--- config.mk ---
export PLATFORM = sky130hd
export DESIGN_NAME = usbdev_irq_regs
export DESIGN_NICKNAME = d
export VERILOG_FILES = /design/src/rtl/usbdev_irq_pkg.sv /design/src/rtl/irq_event_latch.sv /design/src/rtl/irq_host_reg.sv /design/src/rtl/irq_read_mux.sv /design/src/rtl/usbdev_irq_regs.sv
export SDC_FILE = /design/constraint.sdc
export NUM_CORES = 1
export LEC_CHECK = 0
export BUFFER_PORTS_ARGS = -buffer_cell sky130_fd_sc_hd__buf_2
export CORE_MARGIN = 2
export CORE_UTILIZATION = 35
export DETAILED_ROUTE_END_ITERATION = 12
export PLACE_DENSITY = 0.6
export SETUP_SLACK_MARGIN = 0.4
export SYNTH_ARGS = -nofsm -noshare
export SYNTH_HDL_FRONTEND = slang
export SYNTH_HIERARCHICAL = 1
export SYNTH_SLANG_ARGS = --single-unit
--- constraint.sdc ---
create_clock -name clk -period 4 [get_ports clk]
set_input_delay 0.6 -clock clk [delete_from_list [all_inputs] [get_ports clk]]
set_output_delay 0.6 -clock clk [all_outputs]
set_load 0.01 [all_outputs]
--- src/rtl/usbdev_irq_pkg.sv ---
package usbdev_irq_pkg;

    // Number of latched event sources (status bits 0..6)
    localparam int EVT_W  = 7;
    localparam int DATA_W = 8;
    localparam int ADDR_W = 8;

    // Register addresses
    localparam logic [ADDR_W-1:0] ADDR_ENABLE  = 8'h06;
    localparam logic [ADDR_W-1:0] ADDR_DEVADDR = 8'h07;
    localparam logic [ADDR_W-1:0] ADDR_STATUS  = 8'h0D;

    // Event bit positions
    typedef enum int {
        EVB_EP0   = 0,
        EVB_EP1   = 1,
        EVB_EP2   = 2,
        EVB_EP3   = 3,
        EVB_DMA   = 4,
        EVB_SOF   = 5,
        EVB_RESET = 6
    } evt_bit_e;

    typedef enum logic [1:0] {
        SEL_NONE,
        SEL_ENABLE,
        SEL_DEVADDR,
        SEL_STATUS
    } reg_sel_e;

    typedef struct packed {
        logic          wr;
        logic          rd;
        reg_sel_e      sel;
    } host_req_t;

    function automatic reg_sel_e decode_addr(input logic [ADDR_W-1:0] a);
        case (a)
            ADDR_ENABLE:  return SEL_ENABLE;
            ADDR_DEVADDR: return SEL_DEVADDR;
            ADDR_STATUS:  return SEL_STATUS;
            default:      return SEL_NONE;
        endcase
    endfunction

    // Status byte as seen by the host: live busy flag on top
    function automatic logic [DATA_W-1:0] status_view(
        input logic [EVT_W-1:0] st,
        input logic             busy
    );
        return {busy, st};
    endfunction

endpackage

--- src/rtl/irq_event_latch.sv ---
module irq_event_latch
    import usbdev_irq_pkg::*;
#(
    parameter int N = EVT_W
) (
    input  logic         clk,
    input  logic         rst,
    input  logic [N-1:0] set_i,
    input  logic [N-1:0] clr_i,
    output logic [N-1:0] q_o
);
    genvar i;
    generate
        for (i = 0; i < N; i++) begin : g_bit
            logic bit_q;
            always_ff @(posedge clk) begin
                if (rst)
                    bit_q <= 1'b0;
                else if (set_i[i])
                    bit_q <= 1'b1;          // a new event beats a clear
                else if (clr_i[i])
                    bit_q <= 1'b0;
            end
            assign q_o[i] = bit_q;
        end
    endgenerate
endmodule

--- src/rtl/irq_host_reg.sv ---
module irq_host_reg #(
    parameter int          W       = 8,
    parameter logic [W-1:0] RST_VAL = '0
) (
    input  logic         clk,
    input  logic         rst,
    input  logic         we_i,
    input  logic [W-1:0] d_i,
    output logic [W-1:0] q_o
);
    always_ff @(posedge clk) begin
        if (rst)
            q_o <= RST_VAL;
        else if (we_i)
            q_o <= d_i;
    end
endmodule

--- src/rtl/irq_read_mux.sv ---
module irq_read_mux
    import usbdev_irq_pkg::*;
(
    input  logic              clk,
    input  logic              rst,
    input  host_req_t         req_i,
    input  logic [EVT_W-1:0]  status_i,
    input  logic              busy_i,
    input  logic [EVT_W-1:0]  enable_i,
    input  logic [DATA_W-1:0] devaddr_i,
    output logic [DATA_W-1:0] rdata_o
);
    logic [DATA_W-1:0] sel_data;

    always_comb begin
        unique case (req_i.sel)
            SEL_ENABLE:  sel_data = {{(DATA_W-EVT_W){1'b0}}, enable_i};
            SEL_DEVADDR: sel_data = devaddr_i;
            SEL_STATUS:  sel_data = status_view(status_i, busy_i);
            default:     sel_data = '0;
        endcase
    end

    always_ff @(posedge clk) begin
        if (rst)
            rdata_o <= '0;
        else if (req_i.rd)
            rdata_o <= sel_data;
    end
endmodule

--- src/rtl/usbdev_irq_regs.sv ---
module usbdev_irq_regs
    import usbdev_irq_pkg::*;
(
    input  logic              clk,
    input  logic              rst,
    input  logic [3:0]        ev_ep_done,
    input  logic              ev_dma_done,
    input  logic              ev_sof,
    input  logic              ev_bus_reset,
    input  logic              dma_busy,
    input  logic [ADDR_W-1:0] host_addr,
    input  logic              host_wr,
    input  logic              host_rd,
    input  logic [DATA_W-1:0] host_wdata,
    output logic [DATA_W-1:0] host_rdata,
    output logic              irq
);
    host_req_t         req;
    logic [EVT_W-1:0]  ev_vec;
    logic [EVT_W-1:0]  clr_vec;
    logic [EVT_W-1:0]  status_q;
    logic [EVT_W-1:0]  enable_q;
    logic [DATA_W-1:0] devaddr_q;
    logic              en_we;
    logic              addr_we;

    assign req.wr  = host_wr;
    assign req.rd  = host_rd;
    assign req.sel = decode_addr(host_addr);

    assign ev_vec  = {ev_bus_reset, ev_sof, ev_dma_done, ev_ep_done};
    assign clr_vec = (req.wr && req.sel == SEL_STATUS) ? host_wdata[EVT_W-1:0] : '0;
    assign en_we   = req.wr && req.sel == SEL_ENABLE;
    assign addr_we = req.wr && req.sel == SEL_DEVADDR;

    irq_event_latch #(.N(EVT_W)) u_latch (
        .clk   (clk),
        .rst   (rst),
        .set_i (ev_vec),
        .clr_i (clr_vec),
        .q_o   (status_q)
    );

    irq_host_reg #(.W(EVT_W)) u_enable (
        .clk  (clk),
        .rst  (rst),
        .we_i (en_we),
        .d_i  (host_wdata[EVT_W-1:0]),
        .q_o  (enable_q)
    );

    irq_host_reg #(.W(DATA_W)) u_devaddr (
        .clk  (clk),
        .rst  (rst),
        .we_i (addr_we),
        .d_i  (host_wdata),
        .q_o  (devaddr_q)
    );

    irq_read_mux u_rmux (
        .clk       (clk),
        .rst       (rst),
        .req_i     (req),
        .status_i  (status_q),
        .busy_i    (dma_busy),
        .enable_i  (enable_q),
        .devaddr_i (devaddr_q),
        .rdata_o   (host_rdata)
    );

    assign irq = |(status_q & enable_q);
endmodule

==> results of run 1 <==
[cells by family (layout without fill, tap and decap cells)]
group | after synthesis | after routing | share of synthesized area [%]
DFF | 30 | 30 | 38.6
and+or+nand+nor | 64 | 64 | 27.3
muxes | 16 | 16 | 10.4
AOI/OAI and AO/OA | 26 | 26 | 10.9
buffers and inverters | 31 | 62 | 12.2
xor gates and xnor gates | 1 | 1 | 0.563
[sequential cells by signal (all words and copies together) (netlist names)]
| signal | cells |
|---|---|
| u_rmux/rdata_o | 8 |
| u_devaddr/q_o | 8 |
| u_latch/g_bit.bit_q | 7 |
| u_enable/q_o | 7 |
[placed cells by master, fill, tap and decap left out, types with 4 or more instances in the layout]
cell,count
nor4_1,12
buf_2,36
nor2_1,22
dfxtp_1,30
clkbuf_8,5
mux2i_1,15
a21oi_1,15
inv_1,16
nor2b_1,4
nand2b_4,7
a211oi_1,6
[layout make-up]
class / count / area share [%]
Inverter: 16 / 3.32
Multi-Input combinational cell: 107 / 43.0
Clock buffer: 5 / 3.81
Tap cell: 52 / 3.60
Timing Repair Buffer: 38 / 10.8
Sequential cell: 30 / 33.2
Clock inverter: 3 / 2.22
[power by group through the flow]
stage,Clock (mW),Sequential (mW),Combinational [mW]
after global placement,0,0.323,0.0571
final,0.296,0.317,0.0564
after global routing,0.321,0.318,0.0640
after CTS,0.305,0.317,0.0572
after floorplan,0,0.322,0.0364
after detailed placement,0,0.323,0.0571
[path summary, 6_finish.rpt]
check | end | slack, ns | cells after the start
setup / recovery | u_rmux/rdata_o[0] | 1.65 | 7
setup reg to reg | u_rmux/rdata_o[5] | 3.04 | 3
hold / removal | u_rmux/rdata_o[7] | 0.48 | 2
hold reg to reg | u_rmux/rdata_o[7] | 0.48 | 2
[metal layers]
| metal | global-route usage, % | wire length, um | vias to the layer above |
|---|---|---|---|
| li1 | - | - | 637 |
| met1 | 17.7 | 1530 | 489 |
| met2 | 20.6 | 1340 | 33 |
| met3 | 5.70 | 213 | 5 |
| met4 | 5.03 | 53 | 0 |
| met5 | 0 | 0 | - |
[cells in the mapped netlist, drive strengths merged, types with 2 or more instances]
cell,n,area [um2]
buf,15,130
nor4,15,106
nor3,2,10.0
a22oi,2,15.0
a211oi,8,70.1
nor2,22,82.6
mux2i,15,150
dfxtp,30,601
and2b,3,26.3
inv,16,60.1
nand3b,2,15.0
nand2b,8,103
nand2,2,10.0
nand3,2,10.0
a21oi,15,75.1
nor2b,4,25.0
[worst register-to-register path: stages (launching register included)]
cell	delay (ns)
dfxtp_1	0.32
and2b_2	0.19
a211oi_1	0.21
nor4_1	0.10
==> results.py, run 1 <==
metrics = {
    "clock_network": {
        "cts_tree": "built",
        "cts.sinks": 30,
        "numCtsBuffers": 5,
        "cts_setup_buffers": 0,
        "cts_hold_buffers": 0,
        "clk_latency_ns": 0.28,
        "path_clk_slew_ns": 0.06,
        "h-tree-depth": 2,
        "cts_buffer_depth": 2,
        "cts_resized": 0,
        "cts-root-buf": "clkbuf_8",
    },
    "floorplanning": {
        "core_region_area_um2": 4320,
        "die_area_um2": 5000,
        "rows": 24,
        "fp.dieW_um": 70.7,
        "die_h_um": 70.7,
        "num_io_pins": 37,
        "start_util_pct": 36.0,
    },
    "worst_setup_path": {
        "start_kind": "input pin",
        "path_buf_inv": 2,
        "cp_top_family": "simple AND/OR/NAND/NOR gates",
        "worstSetupPathType": "in -> reg",
        "cp.arrival_ns": 2.49,
        "cp_max_fo": 12,
        "crit_path_cell_trace": "buf_2 -> or4_4 -> nor3_2 -> buf_4 -> nor2b_1 -> a211oi_1 -> nor4_1",
        "critPathCaptureType": "flop",
        "crit_path_start": "host_addr[5]",
        "required_ns": 4.14,
        "r2r_start": "u_enable/q_o[5]",
        "max_stage_delay_ns": 0.61,
        "slowest_stage": "or4_4",
    },
    "sta": {
        "tightest_slew_ns": 1.00,
        "rsz0062_at_grt": "false",
        "max_slew_margin_pct": 32.7,
        "finalSetupViolCount": 0,
        "fmax_mhz": 426,
        "setup_ws_ns": 1.65,
        "final_max_slew_viol_count": 0,
        "fin_skew_ns": 0.00302,
        "period_needed_ns": 2.35,
        "hold_slack_ns": 0.483,
        "setup-tns-final_ns": 0,
        "finalHoldViolCount": 0,
        "min_period_over_period_pct": 58.7,
    },
    "synthesis": {
        "syn_inst": 168,
        "synthArstFlopShare_pct": 0,
        "synth_fp_nets": 196,
        "yosysUniqueCellTypes": 31,
        "syn_area_um2": 1560,
        "synth-seq-cells": 30,
        "synth_ff_type": "dfxtp_1",
        "yosysWarnings": 6,
        "syn_avg_cell_area_um2": 9.26,
        "synth_edf_count": 0,
        "yosysSeqAreaShare_pct": 38.6,
    },
    "drt": {
        "drc": 0,
        "ant_nets": 0,
        "vias_per_cell": 4.64,
        "wire_per_inst_um": 12.5,
        "drt_first_pass_iters": 6,
        "drt_iter0_markers": 68,
        "via_count": 1164,
        "finalWirelength_mm": 3.14,
    },
    "power": {
        "p_clk_share_pct": 44.3,
        "p_seq_share_pct": 47.3,
        "p_int_uw": 517,
        "share_comb_of_total_power_pct": 8.4,
        "power.leakage_nw": 0.743,
        "peakVddDrop_mv": 0.109,
        "power_density_nw_per_um2": 370,
        "swShare_pct": 22.8,
        "p_sw_uw": 153,
        "p_total_uw": 669,
    },
    "hold_path": {
        "worst_hold_path_type": "reg -> reg",
        "hold_start": "u_rmux/rdata_o[7]",
    },
    "placement": {
        "gp_congestion": 0.710,
        "port_buffers": 36,
        "placed_cell_area_um2": 1700,
        "dpl.cell_count": 243,
        "place_ws_ns": 1.34,
        "dp_hpwl_mm": 2.35,
    },
    "grt": {
        "gr-usage-all-layers_pct": 13.7,
        "gr-total-overflow": 0,
        "grt_max_degree": 31,
        "grt_pass1_vias": 1158,
        "grt_pass1_wl_mm": 5.35,
        "antenna_found_initial": 0,
    },
    "layout": {
        "drive_above_1_share_pct": 33.7,
        "multi_input_area_um2": 777,
        "postLayoutCoreUtil_pct": 41.8,
        "fillers": 445,
        "nets": 226,
        "area_growth_pct": 16.1,
        "postLayoutCellArea_um2": 1810,
        "ff_latch_area_um2": 601,
        "instances_no_fill": 251,
        "antenna_cells": 0,
    },
    "flow_run": {
        "cap_violations": 0,
    },
    "outcome": {
        "outcome": "finished, final reports clean",
    },
}
No activity file was read; power rests on OpenSTA's default activity.
==> run 2, diff against run 1 <==
==> constraint.sdc (replaced) <==
create_clock -name clk -period 2.2 [get_ports clk]
set_input_delay 0.33 -clock clk [delete_from_list [all_inputs] [get_ports clk]]
set_output_delay 0.33 -clock clk [all_outputs]
set_load 0.01 [all_outputs]
==> run 2 against run 1 <==
Clock skew rose by 0.0011 ns. Hold slack got worse by 0.21 ns. Count of clock-buffer cells in the layout rose by 2. Clock power rose by 53%. Combinational power rose by 90%. Worst setup slack got worse by 1.2 ns. Cell count rose by 1.2%. Sequential power rose by 82%. Cell area rose by 1.9%. Routed wire length rose by 3.2%. Sequential share of layout area fell by 0.61 points. Non-clock buffer count rose by 3.
==> results.py, run 2 (synthesized netlist as in run 1, its figures left out) <==
metrics = {
    "outcome": {
        "outcome": "finished, final reports clean",
    },
    "drt": {
        "drt_first_pass_iters": 4,
        "via_count": 1240,
        "wire_per_inst_um": 12.8,
        "drc": 0,
        "drt_iter0_markers": 71,
        "ant_nets": 0,
        "finalWirelength_mm": 3.24,
        "vias_per_cell": 4.88,
    },
    "grt": {
        "antenna_found_initial": 0,
        "gr-usage-all-layers_pct": 14.0,
        "grt_max_degree": 31,
        "grt_pass1_vias": 1202,
        "grt_pass1_wl_mm": 5.53,
        "gr-total-overflow": 0,
    },
    "clock_network": {
        "cts_resized": 0,
        "clk_latency_ns": 0.28,
        "cts_buffer_depth": 2,
        "path_clk_slew_ns": 0.06,
        "cts.sinks": 30,
        "numCtsBuffers": 5,
        "cts_tree": "built",
        "h-tree-depth": 2,
        "cts_setup_buffers": 0,
        "cts_hold_buffers": 0,
        "cts-root-buf": "clkbuf_8",
    },
    "placement": {
        "gp_congestion": 0.725,
        "dp_hpwl_mm": 2.48,
        "place_ws_ns": 0.172,
        "placed_cell_area_um2": 1740,
        "port_buffers": 36,
    },
    "layout": {
        "top_regs": "u_devaddr/q_o x8, u_rmux/rdata_o x8",
        "nets": 229,
        "multi_input_area_um2": 806,
        "ff_latch_area_um2": 601,
        "final_cell_mix": "36 x buf_2, 30 x dfxtp_1, 22 x nor2_1",
        "postLayoutCellArea_um2": 1840,
        "fillers": 473,
        "final_common_cell": "buf_2",
        "area_growth_pct": 18.2,
        "drive_above_1_share_pct": 35.6,
        "antenna_cells": 0,
    },
    "worst_setup_path": {
        "cp-endpoint": "u_rmux/rdata_o[0]",
        "cp.arrival_ns": 1.86,
        "cp_top_family": "simple AND/OR/NAND/NOR gates",
        "required_ns": 2.34,
        "r2r_end": "u_rmux/rdata_o[4]",
        "worstSetupPathType": "in -> reg",
        "path_buf_inv": 2,
        "slowest_stage": "or4_4",
        "r2r_start": "u_enable/q_o[4]",
        "cp_max_fo": 12,
        "cp.depth": 7,
        "max_stage_delay_ns": 0.57,
        "crit_path_start": "host_addr[5]",
        "critPathCaptureType": "flop",
        "start_kind": "input pin",
        "worstRegToRegCells": 3,
        "crit_path_cell_trace": "buf_2 -> or4_4 -> nor3_4 -> buf_4 -> nor2b_1 -> a211oi_1 -> nor4_1",
        "r2r_slack_ns": 1.28,
    },
    "floorplanning": {
        "num_io_pins": 37,
        "die_area_um2": 5000,
        "start_util_pct": 36.0,
        "core_region_area_um2": 4320,
        "die_h_um": 70.7,
        "fp.dieW_um": 70.7,
        "rows": 24,
    },
    "sta": {
        "setup-tns-final_ns": 0,
        "rsz0062_at_grt": "true",
        "min_period_over_period_pct": 78.3,
        "setup_ws_ns": 0.478,
        "fmax_mhz": 581,
        "max_slew_margin_pct": 62.4,
        "finalSetupViolCount": 0,
        "fin_skew_ns": 0.00409,
        "finalHoldViolCount": 0,
        "period_needed_ns": 1.72,
        "tightest_slew_ns": 0.564,
        "final_max_slew_viol_count": 0,
    },
    "power": {
        "power.leakage_nw": 0.758,
        "power_density_nw_per_um2": 618,
        "peakVddDrop_mv": 0.273,
        "p_total_mw": 1.14,
    },
    "flow_run": {
        "cap_violations": 0,
    },
    "hold_path": {
        "worst_hold_path_type": "in -> reg",
    },
}
==> run 2: changes by cell type in the layout (fill, tap and decap cells not counted), sizes merged <==
cell | before | now
clkinv | 2 | 1
bufinv | 1 | 0
clkbuf | 5 | 7
buf | 38 | 41
==> run 2: layout make-up <==
cell class	count	area share (%)
Timing Repair Buffer	41	11.8
Inverter	16	3.26
Multi-Input combinational cell	107	43.8
Sequential cell	30	32.6
Tap cell	52	3.54
Clock buffer	7	4.69
Clock inverter	1	0.272
==> run 2: tightest hold or removal path, stage by stage <==
cell	delay (ns)
buf_2	0.09
inv_1	0.04
a21oi_1	0.04
==> run 2: worst min-delay path by stage <==
stage	startpoint	end	depth (start not counted)
finish	ev_bus_reset	u_latch/g_bit[6].bit_q	3
global route	ev_ep_done[2]	u_latch/g_bit[2].bit_q	3
CTS	ev_bus_reset	u_latch/g_bit[6].bit_q	3
detailed placement	u_rmux/rdata_o[7]	u_rmux/rdata_o[7]	2
global placement	u_rmux/rdata_o[7]	u_rmux/rdata_o[7]	2
floorplan	rst	u_latch/g_bit[0].bit_q	1
==> run 2: layer usage <==
metal / vias up / share of wire, % / track usage [%] / routed length (um)
met1: 559 / 47 / 17.6 / 1510
li1: 635 / - / - / -
met4: 0 / 1.7 / 6.29 / 55
met3: 7 / 6.6 / 4.56 / 215
met2: 39 / 45 / 22.0 / 1460
met5: - / 0 / 0 / 0
==> run 2: where the power goes <==
part           switching (mW)  internal [mW]  leakage (nW)
sequential             0.0169          0.559         0.245
clock                   0.201          0.252        0.0482
combinational          0.0587         0.0487         0.464
==> run 2: metrics by stage <==
stage               hold slack, ns  cells  util [%]
floorplan                    0.399    168         -
global placement             0.458    246      40.2
detailed placement           0.458    246      40.2
CTS                          0.270    254      42.3
global route                 0.274    254      42.6
finish                       0.276    254      42.6
==> run 3, diff against run 2 <==
--- a/config.mk
+++ b/config.mk
@@ -9,7 +9,7 @@
 export CORE_MARGIN = 2
 export CORE_UTILIZATION = 35
 export DETAILED_ROUTE_END_ITERATION = 12
-export PLACE_DENSITY = 0.6
+export PLACE_DENSITY = 0.62
 export SETUP_SLACK_MARGIN = 0.4
 export SYNTH_ARGS = -nofsm -noshare
 export SYNTH_HDL_FRONTEND = slang
==> constraint.sdc (replaced) <==
create_clock -name clk -period 1.5 [get_ports clk]
set_input_delay 0.225 -clock clk [delete_from_list [all_inputs] [get_ports clk]]
set_output_delay 0.225 -clock clk [all_outputs]
set_load 0.01 [all_outputs]
==> run 3 against run 2 <==
The run now ends with setup timing left. Combinational power increased by 83%. Worst setup slack got worse by 0.60 ns. Die area unchanged. Total power increased by 44%. Routed wire length increased by 5.6%. Utilization increased by 5.7 points.
==> results.py, run 3 (synthesized netlist as in run 1, its figures left out) <==
metrics = {
    "placement": {
        "gp_congestion": 0.731,
        "dpl.cell_count": 252,
        "port_buffers": 36,
        "placed_cell_area_um2": 1800,
        "dp_hpwl_mm": 2.49,
        "place_ws_ns": -0.420,
    },
    "power": {
        "power_density_nw_per_um2": 785,
        "p_int_mw": 1.22,
        "p_clk_share_pct": 36.5,
        "peakVddDrop_mv": 0.391,
        "swShare_pct": 25.6,
        "share_comb_of_total_power_pct": 12.0,
        "p_sw_uw": 419,
        "p_total_mw": 1.64,
        "p_seq_share_pct": 51.6,
        "power.leakage_nw": 0.872,
    },
    "floorplanning": {
        "core_region_area_um2": 4320,
        "num_io_pins": 37,
        "rows": 24,
        "die_area_um2": 5000,
        "fp.dieW_um": 70.7,
        "die_h_um": 70.7,
        "start_util_pct": 36.0,
    },
    "sta": {
        "fmax_mhz": 617,
        "finalHoldViolCount": 0,
        "setup-tns-final_ns": -1.78,
        "finalSetupViolCount": 23,
        "rsz0062_at_grt": "true",
        "max_slew_margin_pct": 61.4,
        "setup_ws_ns": -0.120,
        "final_max_slew_viol_count": 0,
        "period_needed_ns": 1.62,
        "hold_slack_ns": 0.169,
        "fin_skew_ns": 0.00287,
        "min_period_over_period_pct": 108,
        "tightest_slew_ns": 0.578,
    },
    "grt": {
        "grtUsageMet2_pct": 23.7,
        "grt_pass1_wl_mm": 5.64,
        "grt_pass1_vias": 1233,
        "gr-total-overflow": 0,
        "met1_usage_pct": 17.8,
        "antenna_found_initial": 0,
        "busiest_layer": "met2",
        "gr-usage-all-layers_pct": 14.2,
        "use_met3_pct": 3.13,
        "grt_max_degree": 31,
    },
    "worst_setup_path": {
        "cp_max_fo": 7,
        "crit_path_cell_trace": "buf_6 -> or4_4 -> buf_4 -> nor4_2 -> buf_4 -> mux2i_1 -> nor2_1",
        "worstSetupPathType": "in -> reg",
        "crit_path_start": "host_addr[5]",
        "cp.arrival_ns": 1.76,
        "path_buf_inv": 3,
        "r2r_start": "u_enable/q_o[3]",
        "max_stage_delay_ns": 0.58,
        "cpMostUsedCell": "buf_4",
        "slowest_stage": "or4_4",
        "start_kind": "input pin",
        "required_ns": 1.64,
        "critPathCaptureType": "flop",
        "cp_top_family": "simple AND/OR/NAND/NOR gates",
    },
    "clock_network": {
        "cts-root-buf": "clkbuf_8",
        "clk_latency_ns": 0.28,
        "h-tree-depth": 2,
        "cts.sinks": 30,
        "cts_buffer_depth": 2,
        "cts_tree": "built",
        "cts_hold_buffers": 0,
        "path_clk_slew_ns": 0.06,
        "numCtsBuffers": 5,
    },
    "layout": {
        "top_regs": "u_devaddr/q_o x8, u_rmux/rdata_o x8",
        "instances_no_fill": 267,
        "postLayoutCoreUtil_pct": 48.3,
        "antenna_cells": 0,
        "postLayoutCellArea_um2": 2090,
        "final_common_cell": "buf_2",
        "nets": 243,
        "final_cell_mix": "35 x buf_2, 28 x dfxtp_1, 22 x nor2_1",
        "drive_above_1_share_pct": 45.6,
        "area_growth_pct": 34.2,
    },
    "flow_run": {
        "cap_violations": 0,
    },
    "drt": {
        "wire_per_inst_um": 12.8,
        "drc": 0,
        "via_count": 1284,
        "drt_first_pass_iters": 4,
        "vias_per_cell": 4.81,
        "ant_nets": 0,
        "finalWirelength_mm": 3.42,
        "drt_iter0_markers": 72,
    },
    "outcome": {
        "outcome": "finished, violations left",
        "violations": "setup timing",
    },
    "hold_path": {
        "worst_hold_path_type": "in -> reg",
        "hold_start": "ev_sof",
    },
}
run 3: power groups by stage:
stage	logic [mW]	registers [mW]	clock network, mW
after floorplan	0.107	0.861	0
final	0.196	0.846	0.598
after detailed placement	0.169	0.863	0
after global routing	0.217	0.850	0.649
after CTS	0.178	0.846	0.616
after global placement	0.168	0.862	0
run 3: per-layer routing:
metal	wire, um	share of wire [%]
met5	0	0
met1	1630	48
met4	57	1.7
met3	131	3.8
met2	1600	47
run 3: timing repair:
item | CTS | global route
pin swaps | 3 | 1
setup endpoints to repair | 31 | 31
gates resized for setup | 12 | 14
gates cloned | 0 | 0
buffers inserted | 0 | 8
run 3: final cells by class:
type / count / area, um2
fill: 408 / 2240
multi-input combinational: 107 / 937
sequential: 30 / 603
timing repair buffer: 55 / 344
clock buffer: 5 / 68.8
tap: 52 / 65.1
inverter: 16 / 60.1
clock inverter: 2 / 10.0
run 3: worst register-to-register path, delay by kind of cell, from the launching register on:
kind,cells,cell delay (ns)
AO/OA/AOI/OAI,1,0.22
flip-flops,1,0.32
AND/OR/NAND/NOR,2,0.29
run 3: final timing paths:
kind / depth (start not counted) / slack, ns / to
worst max-delay path: 7 / -0.12 / u_enable/q_o[2]
worst min-delay path: 3 / 0.17 / u_latch/g_bit[5].bit_q
worst min register to register: 2 / 0.47 / u_rmux/rdata_o[7]
worst max register to register: 3 / 0.53 / u_rmux/rdata_o[3]
